**src/rtl/mfd_pkg.sv**
```systemverilog
package mfd_pkg;
  localparam int SEQ_W = 64;
  localparam int CNT_W = 16;
  localparam int LEN_W = 16;
  localparam int HDR_W = SEQ_W + CNT_W;
  localparam int HDR_BYTES = HDR_W / 8;

  typedef enum logic [1:0] {
    PKT_DATA        = 2'd0,
    PKT_HEARTBEAT   = 2'd1,
    PKT_END_SESSION = 2'd2
  } pkt_kind_e;

  typedef enum logic [2:0] {
    FR_HDR,
    FR_LENH,
    FR_LENL,
    FR_PAY,
    FR_DRAIN
  } fr_state_e;
endpackage

```
**src/rtl/mfd_word_unpacker.sv**
```systemverilog
module mfd_word_unpacker #(
  parameter int BYTES = 4
) (
  input  logic               clk,
  input  logic               rst_n,
  input  logic               s_valid,
  output logic               s_ready,
  input  logic [BYTES*8-1:0] s_data,
  input  logic               s_last,
  output logic               b_valid,
  input  logic               b_ready,
  output logic [7:0]         b_data,
  output logic               b_last
);
  localparam int IDX_W = (BYTES > 1) ? $clog2(BYTES) : 1;

  logic [BYTES*8-1:0] word_q, word_d;
  logic [IDX_W-1:0]   idx_q, idx_d;
  logic               full_q, full_d, last_q, last_d;
  logic               at_end, b_fire, load, en;

  always_comb begin
    at_end  = (idx_q == IDX_W'(BYTES - 1));
    b_valid = full_q;
    b_data  = word_q[(BYTES - 1 - int'(idx_q)) * 8 +: 8];
    b_last  = last_q & at_end;
    b_fire  = full_q & b_ready;
    s_ready = !full_q || (b_fire && at_end);
    load    = s_valid & s_ready;
    en      = load | b_fire;
    word_d  = load ? s_data : word_q;
    last_d  = load ? s_last : last_q;
    if (load)
      idx_d = '0;
    else if (b_fire)
      idx_d = idx_q + IDX_W'(1);
    else
      idx_d = idx_q;
    if (load)
      full_d = 1'b1;
    else if (b_fire && at_end)
      full_d = 1'b0;
    else
      full_d = full_q;
  end

  always_ff @(posedge clk or negedge rst_n) begin
    if (!rst_n) begin
      word_q <= '0;
      idx_q  <= '0;
      full_q <= 1'b0;
      last_q <= 1'b0;
    end else if (en) begin
      word_q <= word_d;
      idx_q  <= idx_d;
      full_q <= full_d;
      last_q <= last_d;
    end
  end

  // a held word is not altered while the parser stalls
  a_r10_in_hold: assert property (@(posedge clk) disable iff (!rst_n)
    (full_q && !b_ready) |=> (full_q && $stable(word_q) && $stable(idx_q)));
endmodule

```
**src/rtl/mfd_msg_framer.sv**
```systemverilog
module mfd_msg_framer
  import mfd_pkg::*;
(
  input  logic                   clk,
  input  logic                   rst_n,
  input  logic                   b_valid,
  output logic                   b_ready,
  input  logic [7:0]             b_data,
  input  logic                   b_last,
  output logic                   p_valid,
  input  logic                   p_ready,
  output logic [7:0]             p_byte,
  output logic                   p_end,
  output logic                   st_valid,
  output logic [SEQ_W-1:0]       st_seq,
  output logic [1:0]             st_kind,
  output logic                   st_err
);
  localparam int HIDX_W = $clog2(HDR_BYTES);

  fr_state_e          state_q, state_d;
  logic [HIDX_W-1:0]  hidx_q, hidx_d;
  logic [HDR_W-1:0]   hdr_q, hdr_d, hdr_full;
  logic [CNT_W-1:0]   cnt_q, cnt_d, cnt_new;
  logic [LEN_W-1:0]   len_q, len_d, len_new;
  pkt_kind_e          kind_q, kind_d, kind_now;
  logic [SEQ_W-1:0]   seq_now;
  logic               b_fire, done, early_end, last_msg;
  logic               stv_q, err_q;
  logic [SEQ_W-1:0]   seq_q;
  pkt_kind_e          skind_q;

  always_comb begin
    b_ready  = (state_q == FR_PAY) ? p_ready : 1'b1;
    p_valid  = (state_q == FR_PAY) & b_valid;
    p_byte   = b_data;
    p_end    = (len_q == LEN_W'(1)) | b_last;
    b_fire   = b_valid & b_ready;
    hdr_full = {hdr_q[HDR_W-9:0], b_data};
    cnt_new  = hdr_full[CNT_W-1:0];
    len_new  = {len_q[LEN_W-1:8], b_data};
    last_msg = (cnt_q == CNT_W'(1));
  end

  always_comb begin
    state_d   = state_q;
    hidx_d    = hidx_q;
    hdr_d     = hdr_q;
    cnt_d     = cnt_q;
    len_d     = len_q;
    kind_d    = kind_q;
    kind_now  = kind_q;
    seq_now   = hdr_q[HDR_W-1:CNT_W];
    done      = 1'b0;
    early_end = 1'b0;
    if (b_fire) begin
      case (state_q)
        FR_HDR: begin
          hdr_d    = hdr_full;
          seq_now  = hdr_full[HDR_W-1:CNT_W];
          kind_now = PKT_DATA;
          if (hidx_q == HIDX_W'(HDR_BYTES - 1)) begin
            cnt_d = cnt_new;
            if (cnt_new == '0)
              kind_now = PKT_HEARTBEAT;
            else if (&cnt_new)
              kind_now = PKT_END_SESSION;
            kind_d    = kind_now;
            state_d   = (kind_now == PKT_DATA) ? FR_LENH : FR_DRAIN;
            early_end = (kind_now == PKT_DATA);
          end else begin
            hidx_d    = hidx_q + HIDX_W'(1);
            early_end = 1'b1;
          end
        end
        FR_LENH: begin
          len_d     = {b_data, 8'h00};
          state_d   = FR_LENL;
          early_end = 1'b1;
        end
        FR_LENL: begin
          len_d = len_new;
          if (len_new == '0) begin
            cnt_d     = cnt_q - CNT_W'(1);
            state_d   = last_msg ? FR_DRAIN : FR_LENH;
            early_end = !last_msg;
          end else begin
            state_d   = FR_PAY;
            early_end = 1'b1;
          end
        end
        FR_PAY: begin
          len_d = len_q - LEN_W'(1);
          if (len_q == LEN_W'(1)) begin
            cnt_d     = cnt_q - CNT_W'(1);
            state_d   = last_msg ? FR_DRAIN : FR_LENH;
            early_end = !last_msg;
          end else begin
            early_end = 1'b1;
          end
        end
        default: ;
      endcase
      if (b_last) begin
        done    = 1'b1;
        state_d = FR_HDR;
        hidx_d  = '0;
      end
    end
  end

  always_ff @(posedge clk or negedge rst_n) begin
    if (!rst_n) begin
      state_q <= FR_HDR;
      hidx_q  <= '0;
      hdr_q   <= '0;
      cnt_q   <= '0;
      len_q   <= '0;
      kind_q  <= PKT_DATA;
    end else if (b_fire) begin
      state_q <= state_d;
      hidx_q  <= hidx_d;
      hdr_q   <= hdr_d;
      cnt_q   <= cnt_d;
      len_q   <= len_d;
      kind_q  <= kind_d;
    end
  end

  always_ff @(posedge clk or negedge rst_n) begin
    if (!rst_n) begin
      stv_q   <= 1'b0;
      seq_q   <= '0;
      skind_q <= PKT_DATA;
      err_q   <= 1'b0;
    end else begin
      stv_q <= done;
      if (done) begin
        seq_q   <= seq_now;
        skind_q <= kind_now;
        err_q   <= early_end;
      end
    end
  end

  assign st_valid = stv_q;
  assign st_seq   = seq_q;
  assign st_kind  = skind_q;
  assign st_err   = err_q;

  // packets span at least a header, so status never pulses twice in a row
  a_r8_single_pulse: assert property (@(posedge clk) disable iff (!rst_n)
    st_valid |=> !st_valid);
  // sentinel packets never feed payload bytes to the output
  a_r4_r5_no_payload: assert property (@(posedge clk) disable iff (!rst_n)
    p_valid |-> (kind_q == PKT_DATA));
  // a sentinel packet can only be reported as complete
  a_r11_sentinel_clean: assert property (@(posedge clk) disable iff (!rst_n)
    (st_valid && st_kind != PKT_DATA) |-> !st_err);
endmodule

```
**src/rtl/mfd_byte_packer.sv**
```systemverilog
module mfd_byte_packer #(
  parameter int BYTES = 4
) (
  input  logic               clk,
  input  logic               rst_n,
  input  logic               in_valid,
  output logic               in_ready,
  input  logic [7:0]         in_byte,
  input  logic               in_end,
  output logic               m_valid,
  input  logic               m_ready,
  output logic [BYTES*8-1:0] m_data,
  output logic [BYTES-1:0]   m_keep,
  output logic               m_last
);
  localparam int IDX_W = (BYTES > 1) ? $clog2(BYTES) : 1;

  logic [BYTES*8-1:0] acc_q, acc_d, acc_new;
  logic [BYTES-1:0]   kacc_q, kacc_d, kacc_new;
  logic [IDX_W-1:0]   cnt_q, cnt_d;
  logic               fire, emit, acc_en, out_en;
  logic               ov_q, ov_d, ol_q;
  logic [BYTES*8-1:0] od_q;
  logic [BYTES-1:0]   ok_q;

  always_comb begin
    in_ready = !ov_q || m_ready;
    fire     = in_valid & in_ready;
    emit     = fire && (in_end || cnt_q == IDX_W'(BYTES - 1));
    acc_new  = acc_q;
    acc_new[(BYTES - 1 - int'(cnt_q)) * 8 +: 8] = in_byte;
    kacc_new = kacc_q | (BYTES'(1) << (BYTES - 1 - int'(cnt_q)));
    acc_en   = fire;
    acc_d    = emit ? '0 : acc_new;
    kacc_d   = emit ? '0 : kacc_new;
    cnt_d    = emit ? '0 : cnt_q + IDX_W'(1);
    out_en   = emit | m_ready;
    ov_d     = emit;
  end

  always_ff @(posedge clk or negedge rst_n) begin
    if (!rst_n) begin
      acc_q  <= '0;
      kacc_q <= '0;
      cnt_q  <= '0;
    end else if (acc_en) begin
      acc_q  <= acc_d;
      kacc_q <= kacc_d;
      cnt_q  <= cnt_d;
    end
  end

  always_ff @(posedge clk or negedge rst_n) begin
    if (!rst_n) begin
      ov_q <= 1'b0;
    end else if (out_en) begin
      ov_q <= ov_d;
    end
  end

  always_ff @(posedge clk or negedge rst_n) begin
    if (!rst_n) begin
      od_q <= '0;
      ok_q <= '0;
      ol_q <= 1'b0;
    end else if (emit) begin
      od_q <= acc_new;
      ok_q <= kacc_new;
      ol_q <= in_end;
    end
  end

  assign m_valid = ov_q;
  assign m_data  = od_q;
  assign m_keep  = ok_q;
  assign m_last  = ol_q;

  // a stalled output word keeps its data, mask and framing
  a_r10_out_hold: assert property (@(posedge clk) disable iff (!rst_n)
    (m_valid && !m_ready) |=> (m_valid && $stable(m_data) && $stable(m_keep) && $stable(m_last)));
  // words before the end of a message carry every byte lane
  a_r6_full_mid: assert property (@(posedge clk) disable iff (!rst_n)
    (m_valid && !m_last) |-> (m_keep == '1));
  // a presented word always carries at least one byte
  a_r6_keep_nonzero: assert property (@(posedge clk) disable iff (!rst_n)
    m_valid |-> (m_keep != '0));
endmodule

```
**src/rtl/mfd_depacketizer.sv**
```systemverilog
module mfd_depacketizer
  import mfd_pkg::*;
#(
  parameter int BYTES = 4,
  localparam int DATA_W = BYTES * 8
) (
  input  logic              clk,
  input  logic              rst_n,
  input  logic              s_valid,
  output logic              s_ready,
  input  logic [DATA_W-1:0] s_data,
  input  logic              s_last,
  output logic              m_valid,
  input  logic              m_ready,
  output logic [DATA_W-1:0] m_data,
  output logic [BYTES-1:0]  m_keep,
  output logic              m_last,
  output logic              st_valid,
  output logic [SEQ_W-1:0]  st_seq,
  output logic [1:0]        st_kind,
  output logic              st_err
);
  logic [1:0] rst_sync_q;
  logic       rst_int_n;

  always_ff @(posedge clk or negedge rst_n) begin
    if (!rst_n)
      rst_sync_q <= 2'b00;
    else
      rst_sync_q <= {rst_sync_q[0], 1'b1};
  end
  assign rst_int_n = rst_sync_q[1];

  logic       b_valid, b_ready, b_last;
  logic [7:0] b_data;
  logic       p_valid, p_ready, p_end;
  logic [7:0] p_byte;

  mfd_word_unpacker #(.BYTES(BYTES)) u_unpack (
    .clk     (clk),
    .rst_n   (rst_int_n),
    .s_valid (s_valid),
    .s_ready (s_ready),
    .s_data  (s_data),
    .s_last  (s_last),
    .b_valid (b_valid),
    .b_ready (b_ready),
    .b_data  (b_data),
    .b_last  (b_last)
  );

  mfd_msg_framer u_frame (
    .clk      (clk),
    .rst_n    (rst_int_n),
    .b_valid  (b_valid),
    .b_ready  (b_ready),
    .b_data   (b_data),
    .b_last   (b_last),
    .p_valid  (p_valid),
    .p_ready  (p_ready),
    .p_byte   (p_byte),
    .p_end    (p_end),
    .st_valid (st_valid),
    .st_seq   (st_seq),
    .st_kind  (st_kind),
    .st_err   (st_err)
  );

  mfd_byte_packer #(.BYTES(BYTES)) u_pack (
    .clk      (clk),
    .rst_n    (rst_int_n),
    .in_valid (p_valid),
    .in_ready (p_ready),
    .in_byte  (p_byte),
    .in_end   (p_end),
    .m_valid  (m_valid),
    .m_ready  (m_ready),
    .m_data   (m_data),
    .m_keep   (m_keep),
    .m_last   (m_last)
  );
endmodule

```
**config.mk**
```make
export PLATFORM = sky130hd
export DESIGN_NAME = mfd_depacketizer
export DESIGN_NICKNAME = d
export VERILOG_FILES = /design/src/rtl/mfd_pkg.sv /design/src/rtl/mfd_word_unpacker.sv /design/src/rtl/mfd_msg_framer.sv /design/src/rtl/mfd_byte_packer.sv /design/src/rtl/mfd_depacketizer.sv
export SDC_FILE = /design/constraint.sdc
export NUM_CORES = 1
export LEC_CHECK = 0
export ABC_CLOCK_PERIOD_IN_PS = 13200
export BUFFER_PORTS_ARGS = -buffer_cell sky130_fd_sc_hd__buf_4
export CAP_MARGIN = 40
export CORE_MARGIN = 3
export CORE_UTILIZATION = 40
export CTS_BUF_LIST = sky130_fd_sc_hd__clkbuf_2
export CTS_CLUSTER_SIZE = 20
export DETAILED_ROUTE_END_ITERATION = 16
export PLACE_DENSITY = 0.65
export SLEW_MARGIN = 30
export SYNTH_ARGS = -nofsm -noshare
export SYNTH_HDL_FRONTEND = slang
export SYNTH_SLANG_ARGS = --single-unit
```
**constraint.sdc**
```tcl
create_clock -name clk -period 13.2 [get_ports clk]
set_clock_uncertainty 0.1 [all_clocks]
set_input_delay 3.3 -clock clk [delete_from_list [all_inputs] [get_ports clk]]
set_output_delay 3.3 -clock clk [all_outputs]
set_load 0.05 [all_outputs]
```
Yosys cells after proc, flatten, opt, wreduce, memory -nomap -nowiden
Cells that the tools add are included.

word-level totals
  output and inout port bits = 107
  register bits after elaboration = 303

cells by class
  muxes and demuxes = 41
  shifts and indexed selects = 4
  eq/ne operators = 14
  reduce and logical (&&, ||, !) cells = 30
  $add $sub $neg = 8
  bitwise gates (word level) = 10

operators by type and width
  kind                                                    count
  2-to-1 mux 64 bit                                       2
  case mux 16 bit (3 select lines)                        2
  2-to-1 mux 16 bit                                       3
  negator 32 -> 33 bit                                    1
  variable shift 8 x 33 -> 32 bit (first input constant)  1
  indexed part select 8 x 33 -> 32 bit                    1
  bitwise mux 32 bit                                      1
  equality test 16 x 1 -> 1 bit (second input constant)   2
  zero test 16 bit                                        2
  2-to-1 mux 32 bit                                       1
  indexed part select 32 x 32 -> 8 bit                    1
  << shifter 1 x 32 -> 4 bit (first input constant)       1
  subtractor 16 x 1 -> 16 bit (second input constant)     2
  2-to-1 mux 2 bit                                        11
  2-to-1 mux 3 bit                                        6
  2-to-1 mux 4 bit                                        4
  AND reduction 16 bit                                    1
  case mux 3 bit (4 select lines)                         1
  AND reduction 2 bit                                     5
  2-to-1 mux 1 bit                                        9
  AND reduction 3 bit                                     3
  nonzero test 2 bit                                      4
  equality test 3 x 2 -> 1 bit (second input constant)    2
  != test 2 x 1 -> 1 bit (second input constant)          3
  other kinds (23)                                        38

Logic depth before layout (Yosys ltp)
Gate-level depths: netlist (run 1).

  word-level depth = 13
  gate-level depth with buffers = 11
  mapped depth without buffers = 8

Modules after synthesis
From an unflattened synthesis (run 1), not the netlist that was laid out.

unflattened totals
  cells, all modules = 1234
  area, all modules = 13641.8 sq um

by module, submodules not included
  module             times used  cells each  seq. area each (sq um)  area an instance (sq um)
  mfd_msg_framer     1           804         4729.5                  8339.2
  mfd_byte_packer    1           334         1901.8                  3518.4
  mfd_word_unpacker  1           93          900.9                   1730.4
  mfd_depacketizer   1           3           50.0                    53.8

Least setup slack after synthesis (run 1)
Ideal clock, no wire load.

  path type = input -> output
  from = input m_ready
  to = output s_ready
  arrival = 3.969 ns
  path slack = 5.831 ns
  buffers on the path = 0
  cell stages on the path = 3
  required time = 9.800 ns
  cell sequence = nand2b_1 o21ai_0 nand2_1

on the way
  longest elaborated chain between the ends = 5

ends and longest elaborated chain
  what                RTL line                 source
  start: declaration  mfd_depacketizer.sv:14   input logic m_ready,
  logical OR 1 bit    mfd_byte_packer.sv:27    in_ready = !ov_q || m_ready;
  2-to-1 mux 1 bit    mfd_msg_framer.sv:34     b_ready = (state_q == FR_PAY) ? p_ready : 1'b1;
  AND 1 bit           mfd_word_unpacker.sv:27  b_fire = full_q & b_ready;
  logical AND 1 bit   mfd_word_unpacker.sv:28  s_ready = !full_q || (b_fire && at_end);
  logical OR 1 bit    mfd_word_unpacker.sv:28
  end: declaration    mfd_depacketizer.sv:10   output logic s_ready,

No other way between the ends.

Worst setup path after layout (run 1)
Same ends and word-level chain as after synthesis.

==> metrics, run 1 <==
Remaining DRCs 0; Clock Latency Late Sink about 850 ps; antenna violations before repair 2; # port buffers ~140; Slew @ Worst Pin 799 ps; Syn Nets roughly 1,300; Final Power 0.00445 W; setup_tns 0 ps; largest net degree at the start of global routing approximately 140; synthesized area per cell 10.6 um^2; htree depth 3; io pins about 140; synthesized instance count between 1,000 and 1,500; RSZ-0062 raised after global routing no; fin crit period about 7500 ps; CTS buffer count 76; Initial Util around two fifths; max-slew violations 0; # resized after CTS 0; CP cell instances buf_4, nand2b_1, o21ai_0, nand2_1, buf_4; GR Overflow Total 0; Final period util 56.7%; Starting DRT DRC Count about 750; ys flop type dfrtp_1; post-synthesis sequential area ratio 57.2%; Yosys reg bits around 300; Leak 7.52 nW; synth top area cells dfrtp_1, mux2_2, nand2_1, o21ai_0, nor2_1; share of cells above drive strength 1 a little over a quarter; outcome finished clean; f_max roughly 130 MHz; worst rel slew slack a little under half; Worst Path Buf+Inv 2; Setup WS pre-CTS between 5000 and 6000 ps; largest area contributor in the netlist dfrtp_1; met1 Use GR a little over a quarter; post-route ant nets 0; final setup margin between 5000 and 6000 ps; CP max stage cell buf_4; GR Util met2 slightly below 30%; via count ~10,000; # rows 66; Top Usage Layer GRT met2; HPWL Detailed around 22,000 um; CP delay by family, top buffers and inverters; final setup fails 0; Core Util, Final 47.4%; Die Wd roughly 190 um; Synth async-reset ratio 100%; Area Growth Syn to Fin 16.5%; required time worst endpoint between 9000 and 10,000 ps; Crit Path Max Fanout 5; EDFF count, synth 0; worst stage delay on the critical path ~210 ps; Crit. Startpoint m_ready; NumNets Final between 1,000 and 1,500; CP Capture Type output port; Std-Cell Core Area between 30,000 and 40,000 um^2; die height 188 um; r2r setup slk 9190 ps; critical path startpoint category input pin; drt first pass iters 5; total track usage about a fifth; cts hold-fix bufs 0; share of the synthesized area in the top cell type a little under three fifths; CTS Root Cell clkbuf_2; filler instances between 3,000 and 4,000; postcts setup bufs 0; Clock Pin Slew Worst Setup and Hold Paths between 100 and 150 ps; peak supply drop roughly 0.13 mV; die area roughly 35,000 um^2; vias per inst about 5.2; CP most frequent cell buf_4; PD cells 288 nW/um^2; first-pass GRT wire length approximately 54,000 um; worst r2r src u_unpack.idx_q[0]; Placer Congestion approximately 0.87; clk sinks 303; Hold Vio Cnt, Final 0; worst min-delay path class flop to async pin; CTS tree yes; Arr. time, crit path ~4100 ps; WS Path Type input pin to output port; max capacitance violation total 0; Mapped Area approximately 13,000 um^2; WL per Instance about 17 um; count of cell types in the netlist 67; clock buffer depth 3; vias in the first global route between 10,000 and 15,000; Ys Warns 0; global routing usage on met3 between 4 and 5%; final WL roughly 33,000 um
[worst paths after layout]
| check | to | depth (start not counted) |
|---|---|---|
| max | s_ready | 5 |
| min | u_frame.st_seq[4] | 0 |
| max reg2reg | u_frame.st_err | 6 |
| min reg2reg | u_frame.st_seq[4] | 0 |
| max in group asynchronous | rst_sync_q[1] | 1 |
| min in group clk | rst_sync_q[1] | 0 |
[flip-flops by register name, indices dropped and copies added (netlist names), 3 cells and up]
name	count
u_pack.m_data	32
u_frame.cnt_q	16
u_unpack.word_q	32
u_frame.st_seq	64
u_pack.kacc_q	4
u_frame.state_q	3
u_frame.len_q	16
u_frame.hidx_q	4
u_pack.m_keep	4
u_pack.acc_q	32
u_frame.hdr_q	80
[cell usage in the layout, fill, tap and decap left out, types with 10 or more instances in the layout]
cell        n
o21a_1     13
mux2_2    105
clkbuf_2   99
a21oi_1    41
inv_1      27
ha_1       15
buf_4     153
a22o_1     28
nor4_1     10
o21ai_0    64
clkinv_1   17
nor3_1     16
a31oi_1    14
o21ai_1    29
a22oi_1    16
nor2_1     79
nand3_1    11
nand2_1   297
dfrtp_1   302
[cell usage after synthesis, types with 7 or more instances]
library cell	count
a21oi_1	41
a22o_1	28
a22oi_1	16
a31oi_1	14
and3_1	7
buf_1	9
buf_2	9
clkbuf_1	45
dfrtp_1	303
ha_1	15
inv_1	28
mux2_2	105
mux2i_1	9
mux4_2	7
nand2_1	298
nand3_1	11
nor2_1	80
nor3_1	16
nor4_1	10
o21a_1	13
o21ai_0	65
o21ai_1	28
o221ai_1	9
[routing by layer]
metal | vias up | wire length (um)
met4 | 0 | 720
met3 | 68 | 2120
met1 | 4938 | 14900
met5 | - | 0
li1 | 4739 | -
met2 | 286 | 15300
[through the flow]
| step | hold slack (ps) | instances | instance area, um^2 |
|---|---|---|---|
| after detailed placement | 179 | 1788 | 14800 |
| after global routing | 190 | 1918 | 15400 |
| after floorplan | 231 | 1250 | 13300 |
| after CTS | 176 | 1912 | 15400 |
| final | 161 | 1918 | 15400 |
| after global placement | 236 | 1781 | 14700 |
[power by group]
| part | switching (W) | internal, W |
|---|---|---|
| Clock | 0.000376 | 0.000204 |
| Combinational | 0.00147 | 0.000803 |
| Sequential | 0.000286 | 0.00131 |
| Total | 0.00213 | 0.00232 |
[layout make-up]
cell class              instances  area [um^2]  share of cell area [%]
flip-flops and latches        303         7590                    49.1
multi-input cells             853         5290                    34.3
repair buffers                165         1300                    8.44
well taps                     442          553                    3.58
clock buffers                  99          495                    3.21
inverters                      28          108                   0.697
clock inverters                25          101                   0.656
diodes                          3         7.51                  0.0486
[cells by family (layout without fill, tap and decap cells)]
| kind of cell | count (synthesis) | in the layout | synth area share, % |
|---|---|---|---|
| muxes | 122 | 122 | 11.0 |
| xor gates and xnor gates | 2 | 2 | 0.132 |
| adders and majority gates | 15 | 15 | 1.42 |
| AOI/OAI and AO/OA | 250 | 250 | 12.5 |
| DFF | 303 | 303 | 57.2 |
| other | 1 | 4 | 0.0283 |
| and+or+nand+nor | 463 | 463 | 14.8 |
| buffers and inverters | 94 | 317 | 2.94 |
(Power assumes the default switching activity.)
==> inputs of run 2 (changes only) <==
- ABC_CLOCK_PERIOD_IN_PS: 13200 -> 7050
- clock period: 13.2 -> 7.05 ns (I/O delays scaled with it)
==> run 2 against run 1 <==
Compared with the run above:
- first-iteration DRC count shrank 12%
- hold slack worse by 71 ps
- clock power grew 100%
- design area rose by 0.43%
- sequential cell count stayed put
- sequential power rose by 87%
- clock-buffer cell count up 12
- critical path depth did not move
- global-route usage is 0.20 points lower
- via count is 0.54% lower
==> metrics, run 2 (synthesis results as in run 1) <==
multi-input logic area 5290 um^2 (unchanged); max capacitance violation total 0 (unchanged); R2R Path End u_frame.st_err; required time worst endpoint 5190 ps (-4610 ps); CTS tree yes; worst r2r src u_unpack.idx_q[0]; commonest non-fill, non-tap cell in the layout dfrtp_1; PD cells 542 nW/um^2 (+88%); Std-Cell Core Area 32,600 um^2 (unchanged); Clock Latency Late Sink 890 ps (+40 ps); postcts setup bufs 0 (unchanged); Placed Cells 1,785 (-0.17%); Crit Path Max Fanout 17 (+12); HPWL Detailed 21,800 um (about the same); vias per inst 5.20 (-0.59%); cts hold-fix bufs 0 (unchanged); # port buffers 143 (unchanged); largest net degree at the start of global routing 188 (+31%); htree depth 3 (unchanged); final WL 33,100 um (-0.11%); met1 Use GR 25.3% (-0.93 points); r2r setup slk 3260 ps (-5930 ps); GR Util met2 28.7% (-0.18 points); CTS Root Cell clkbuf_2; Placer Congestion 0.889 (+1.8%); first-pass GRT wire length 53,400 um (-1.7%); max reg flops 80 (unchanged); CTS buffer count 78 (+2.6%); filler instances 3,101 (+1.4%); share of cells above drive strength 1 27.9% (+0.52 points); clock buffer depth 3 (unchanged); Leak 7.57 nW (+0.65%); drt first pass iters 5 (unchanged); vias in the first global route 10,145 (-0.27%); Area Growth Syn to Fin 17.0%; final setup margin 2560 ps (-3150 ps); Slew @ Worst Pin 771 ps (-28.2 ps); f_max about 220 MHz; fin crit period 4490 ps; NumNets Final 1,481 (+0.14%); antenna violations before repair 3 (+1); final setup fails 0 (unchanged); setup_tns 0 ps (unchanged); total track usage 18.7% (-0.20 points); peak supply drop 0.252 mV (+96%); die area 35,400 um^2 (unchanged); GR Overflow Total 0 (unchanged); Die Wd 188 um (unchanged); Hold Vio Cnt, Final 0 (unchanged); critical path startpoint category flop; Reg with most FFs u_frame.hdr_q; worst min-delay path class flop to async pin; # rows 66 (unchanged); Clock Pin Slew Worst Setup and Hold Paths 100 ps (about the same); io pins 144 (unchanged); die height 188 um (unchanged); WL per Instance 17.2 um (-0.16%); global routing usage on met3 5.48% (+0.64 points); WS Path Type flop to output port; Non-Filler Instances 1,919 (+0.052%); Final period util 63.7%; register area 7590 um^2 (unchanged); Initial Util 40.6% (unchanged); Top Usage Layer GRT met2; CP Capture Type output port; outcome finished clean; post-route ant nets 0 (unchanged); cell depth of the worst flop-to-flop path 7 (+1); via count 9,977 (-0.54%); RSZ-0062 raised after global routing no; max-slew violations 0 (unchanged); worst rel slew slack 48.6% (+1.9 points); Remaining DRCs 0 (unchanged); clk sinks 303 (unchanged); Arr. time, crit path 2630 ps (-1460 ps); commonest non-fill, non-tap cells in the layout dfrtp_1, nand2_1, buf_4; # resized after CTS 0 (unchanged); Setup WS pre-CTS 2610 ps (-3090 ps); Starting DRT DRC Count 663 (-12%)
## run 2: cell types whose count changed in the layout (fill, tap and decap cells not counted), moves of 2 or more
cell       before  now
clkinv_2        3    0
clkbuf_2       99  111
clkinv_1       17   10
inv_2           4    2
bufinv_16       0    2
## run 2: worst max-delay path by stage
stage | start | endpoint | slack (ps)
2_1_floorplan | rst_sync_q[1] | u_frame.cnt_q[0] | 1990
3_3_place_gp | m_ready | s_ready | 2600
3_5_place_dp | m_ready | s_ready | 2610
4_1_cts | u_frame.state_q[0] | s_ready | 2150
5_1_grt | u_frame.state_q[0] | s_ready | 2390
6_report | u_frame.state_q[0] | s_ready | 2560
## run 2: through the flow
| stage | util (%) | cell area (um^2) | hold WS [ps] | total power (W) |
|---|---|---|---|---|
| finish | 47.6 | 15500 | 89.9 | 0.00842 |
| global route | 47.6 | 15500 | 117 | 0.00901 |
| CTS | 47.3 | 15400 | 270 | 0.00846 |
| detailed placement | 45.3 | 14800 | 238 | 0.00725 |
| global placement | 45.1 | 14700 | 238 | 0.00712 |
| floorplan | - | 13300 | 231 | 0.00596 |
## run 2: power by group
part	leakage (nW)	switching, W	total (W)	internal, W
logic	3.17	0.00275	0.00425	0.00150
registers	3.89	0.000531	0.00299	0.00246
clock network	0.514	0.000693	0.00118	0.000485
total	7.57	0.00397	0.00842	0.00444
## run 2: per-layer routing
layer,wire length (um),part of all wire [%]
met4,700,2.1
met1,14700,44
met3,2310,7.0
met5,0,0
met2,15300,46
## run 2: cell type report
class	instances	share of cell area [%]
antenna	3	0.0484
clock buffer	111	3.58
clock inverter	14	0.677
inverter	28	0.694
multi-input combinational	853	34.1
sequential	303	48.9
tap	442	3.56
timing repair buffer	165	8.42
## run 2: worst max-delay path, stage by stage, from the launching register on
cell and delay [ps]:
dfrtp_1 710, nand3b_1 330, buf_6 250, o21ai_0 160, nand2_1 110, buf_4 210
==> inputs of run 3 (changes only) <==
- ABC_AREA: unset -> 1
- ABC_CLOCK_PERIOD_IN_PS: 7050 -> 3900
- PLACE_DENSITY: 0.65 -> 0.67
- clock period: 7.05 -> 3.9 ns (I/O delays scaled with it)
==> run 3 against run 2 <==
Compared with the run above:
- area after synthesis grew 0.75%
- global-route usage shrank 0.63 points
- synthesized cell count grew 24%
- utilization grew 0.30 points
- combinational power grew 67%
- register-to-register slack lost 2300 ps
- clock-buffer cell count shrank 4
- non-clock buffer count grew 1
- worst setup slack lost 2200 ps
- largest power group unchanged
==> metrics, run 3 <==
Crit Path Max Fanout 23 (+6); CTS tree yes; critical path startpoint category flop; Die Wd 189 um (+0.36%); NumNets Final 1,784 (+20%); cell depth of the worst flop-to-flop path 11 (+4); GR Overflow Total 0 (unchanged); via count 11,043 (+11%); Arr. time, crit path 2450 ps (-180 ps); PD cells 918 nW/um^2 (+69%); commonest non-fill, non-tap cell in the layout nand2_1; count of cell types in the netlist 42 (-37%); post-route ant nets 0 (unchanged); final setup fails 0 (unchanged); fin crit period 3520 ps; first-pass GRT wire length 53,600 um (+0.31%); Slew @ Worst Pin 873 ps (+101 ps); worst r2r src u_unpack.idx_q[0]; setup_tns 0 ps (unchanged); share of the synthesized area in the top cell type 56.8% (-0.42 points); uppermost layer routed met4; synthesized area per cell 8.62 um^2 (-19%); clk sinks 303 (unchanged); Leak 8.28 nW (+9.3%); share of cells above drive strength 1 19.4% (-8.5 points); r2r setup slk 930 ps (-2330 ps); antenna violations before repair 1 (-2); Post-DP Area 14,900 um^2 (+1.0%); Yosys reg bits 303 (unchanged); Placer Congestion 0.844 (-5.1%); required time worst endpoint 2820 ps (-2370 ps); Clock Latency Late Sink 850 ps (-40 ps); CP max stage cell dfrtp_1; clock buffer depth 3 (unchanged); max reg flops 80 (unchanged); die height 189 um (+0.36%); Ys Warns 0 (unchanged); die area 35,600 um^2 (+0.72%); cell with the most instances after synthesis nand2_1; Synth async-reset ratio 100% (unchanged); Initial Util 40.8% (+0.20 points); RSZ-0062 raised after global routing no; # rows 66 (unchanged); final instance area 15,700 um^2 (+0.88%); Remaining DRCs 0 (unchanged); # port buffers 143 (unchanged); worst stage delay on the critical path 460 ps (-250 ps); max-slew violations 0 (unchanged); Area Growth Syn to Fin 17.2%; largest area contributor in the netlist dfrtp_1; Mapped Area 13,400 um^2 (+0.75%); Post-synth top cells nand2_1, dfrtp_1, inv_1; largest net degree at the start of global routing 103 (-45%); f_max around 280 MHz; CP cell instances inv_2, nand2_4, nor2_4, inv_4, nand2_2, nand2_4, nand2_1, nand2_2, buf_4; HPWL Detailed 21,600 um (-1.2%); post-synthesis sequential area ratio 56.8% (-0.42 points); Worst Path Buf+Inv 3 (+1); total track usage 18.1% (-0.63 points); peak supply drop 0.497 mV (+97%); Metal-1 WL 14,700 um (about the same); R2R Path End u_frame.cnt_q[8]; WS Path Type flop to output port; met2 routed WL 15,000 um (-2.3%); # resized after CTS 0 (unchanged); CP delay by family, top simple AND/OR/NAND/NOR gates; CP Capture Type output port; outcome finished clean; Hold Vio Cnt, Final 0 (unchanged); max capacitance violation total 0 (unchanged); Syn Nets 1,602 (+23%); EDFF count, synth 0 (unchanged); Clock Pin Slew Worst Setup and Hold Paths 100 ps (about the same); CTS buffer count 81 (+3.8%); synthesized instance count 1,550 (+24%); CTS Root Cell clkbuf_2; Core Util, Final 47.9% (+0.30 points); vias in the first global route 10,955 (+8.0%); vias per inst 4.97 (-4.3%); Std-Cell Core Area 32,700 um^2 (+0.25%); drt first pass iters 5 (unchanged); worst rel slew slack 41.4% (-7.2 points); final WL 32,400 um (-2.0%); met3 WL 2120 um (-8.3%); Reg with most FFs u_frame.hdr_q; Starting DRT DRC Count 715 (+7.8%); ys flop type dfrtp_1; io pins 144 (unchanged); htree depth 3 (unchanged); synth top area cells dfrtp_1, nand2_1, o21ai_0, inv_1, mux2_2; commonest non-fill, non-tap cells in the layout nand2_1, dfrtp_1, buf_4; Final Power 0.0144 W (+71%); Crit. Startpoint u_frame.state_q[2]; WL per Instance 14.6 um (-15%); worst min-delay path class flop to async pin; Final period util between 90 and 100%
==> run 3: power by group <==
| part | total [W] | internal (W) | switching, W |
|---|---|---|---|
| combinational | 0.00710 | 0.00218 | 0.00491 |
| clock | 0.00216 | 0.000874 | 0.00128 |
| sequential | 0.00512 | 0.00436 | 0.000760 |
| total | 0.0144 | 0.00742 | 0.00696 |
==> run 3: worst register-to-register path, stage by stage, from the launching register on <==
cell	delay, ps
dfrtp_1	770
inv_4	220
nand2_1	110
nand3_1	80
nand2_1	380
nand2_1	120
nor2_2	200
nand3_1	160
nand2_2	290
nand2_4	230
nand2_1	140
o21ai_2	50
==> run 3: how the worst max path moves through the flow <==
stage | cells after the start | end | slack (ps)
global placement | 8 | s_ready | 750
CTS | 9 | s_ready | 130
global route | 9 | s_ready | 170
floorplan | 0 | u_frame.cnt_q[0] | 790
detailed placement | 8 | s_ready | 740
finish | 9 | s_ready | 380
==> run 3: per-layer routing <==
layer  up-vias  track usage (%)
met1      5289             24.8
met5         -                0
met4         0             6.07
met3        47             4.02
met2       357             28.5
li1       5350                -
==> run 3: logic make-up (layout without fill, tap and decap cells) <==
family                     after synthesis  in the layout  share of synthesized area (%)
buffers and inverters                  198            425                           6.14
and+or+nand+nor                        775            775                           23.2
adders and majority gates               15             15                           1.41
muxes                                   34             34                           2.87
AOI/OAI and AO/OA                      217            217                           9.11
xor gates and xnor gates                 7              7                          0.459
DFF                                    303            303                           56.8
other                                    1              2                         0.0281
==> run 3: area by class of cell <==
class | count | area (um^2)
diodes | 1 | 2.50
clock buffers | 107 | 536
clock inverters | 21 | 150
fillers | 3241 | 17100
inverters | 131 | 497
multi-input cells | 1049 | 4970
flip-flops and latches | 303 | 7590
well taps | 442 | 553
repair buffers | 166 | 1360
==> run 3: repair_timing <==
action                                  4_1_cts  5_1_grt
endpoints found under the setup margin        0        1
hold buffers                                  1        0
setup buffers                                 0        1
endpoints found under the hold margin         2        0
==> run 3: through the flow <==
step                      hold slack (ps)  worst slack, ps  instances
after floorplan                       231              786       1550
after global placement                233              750       2088
after detailed placement              242              745       2088
after CTS                             140              132       2217
after global routing                 37.6              171       2220
final                                40.5              375       2220
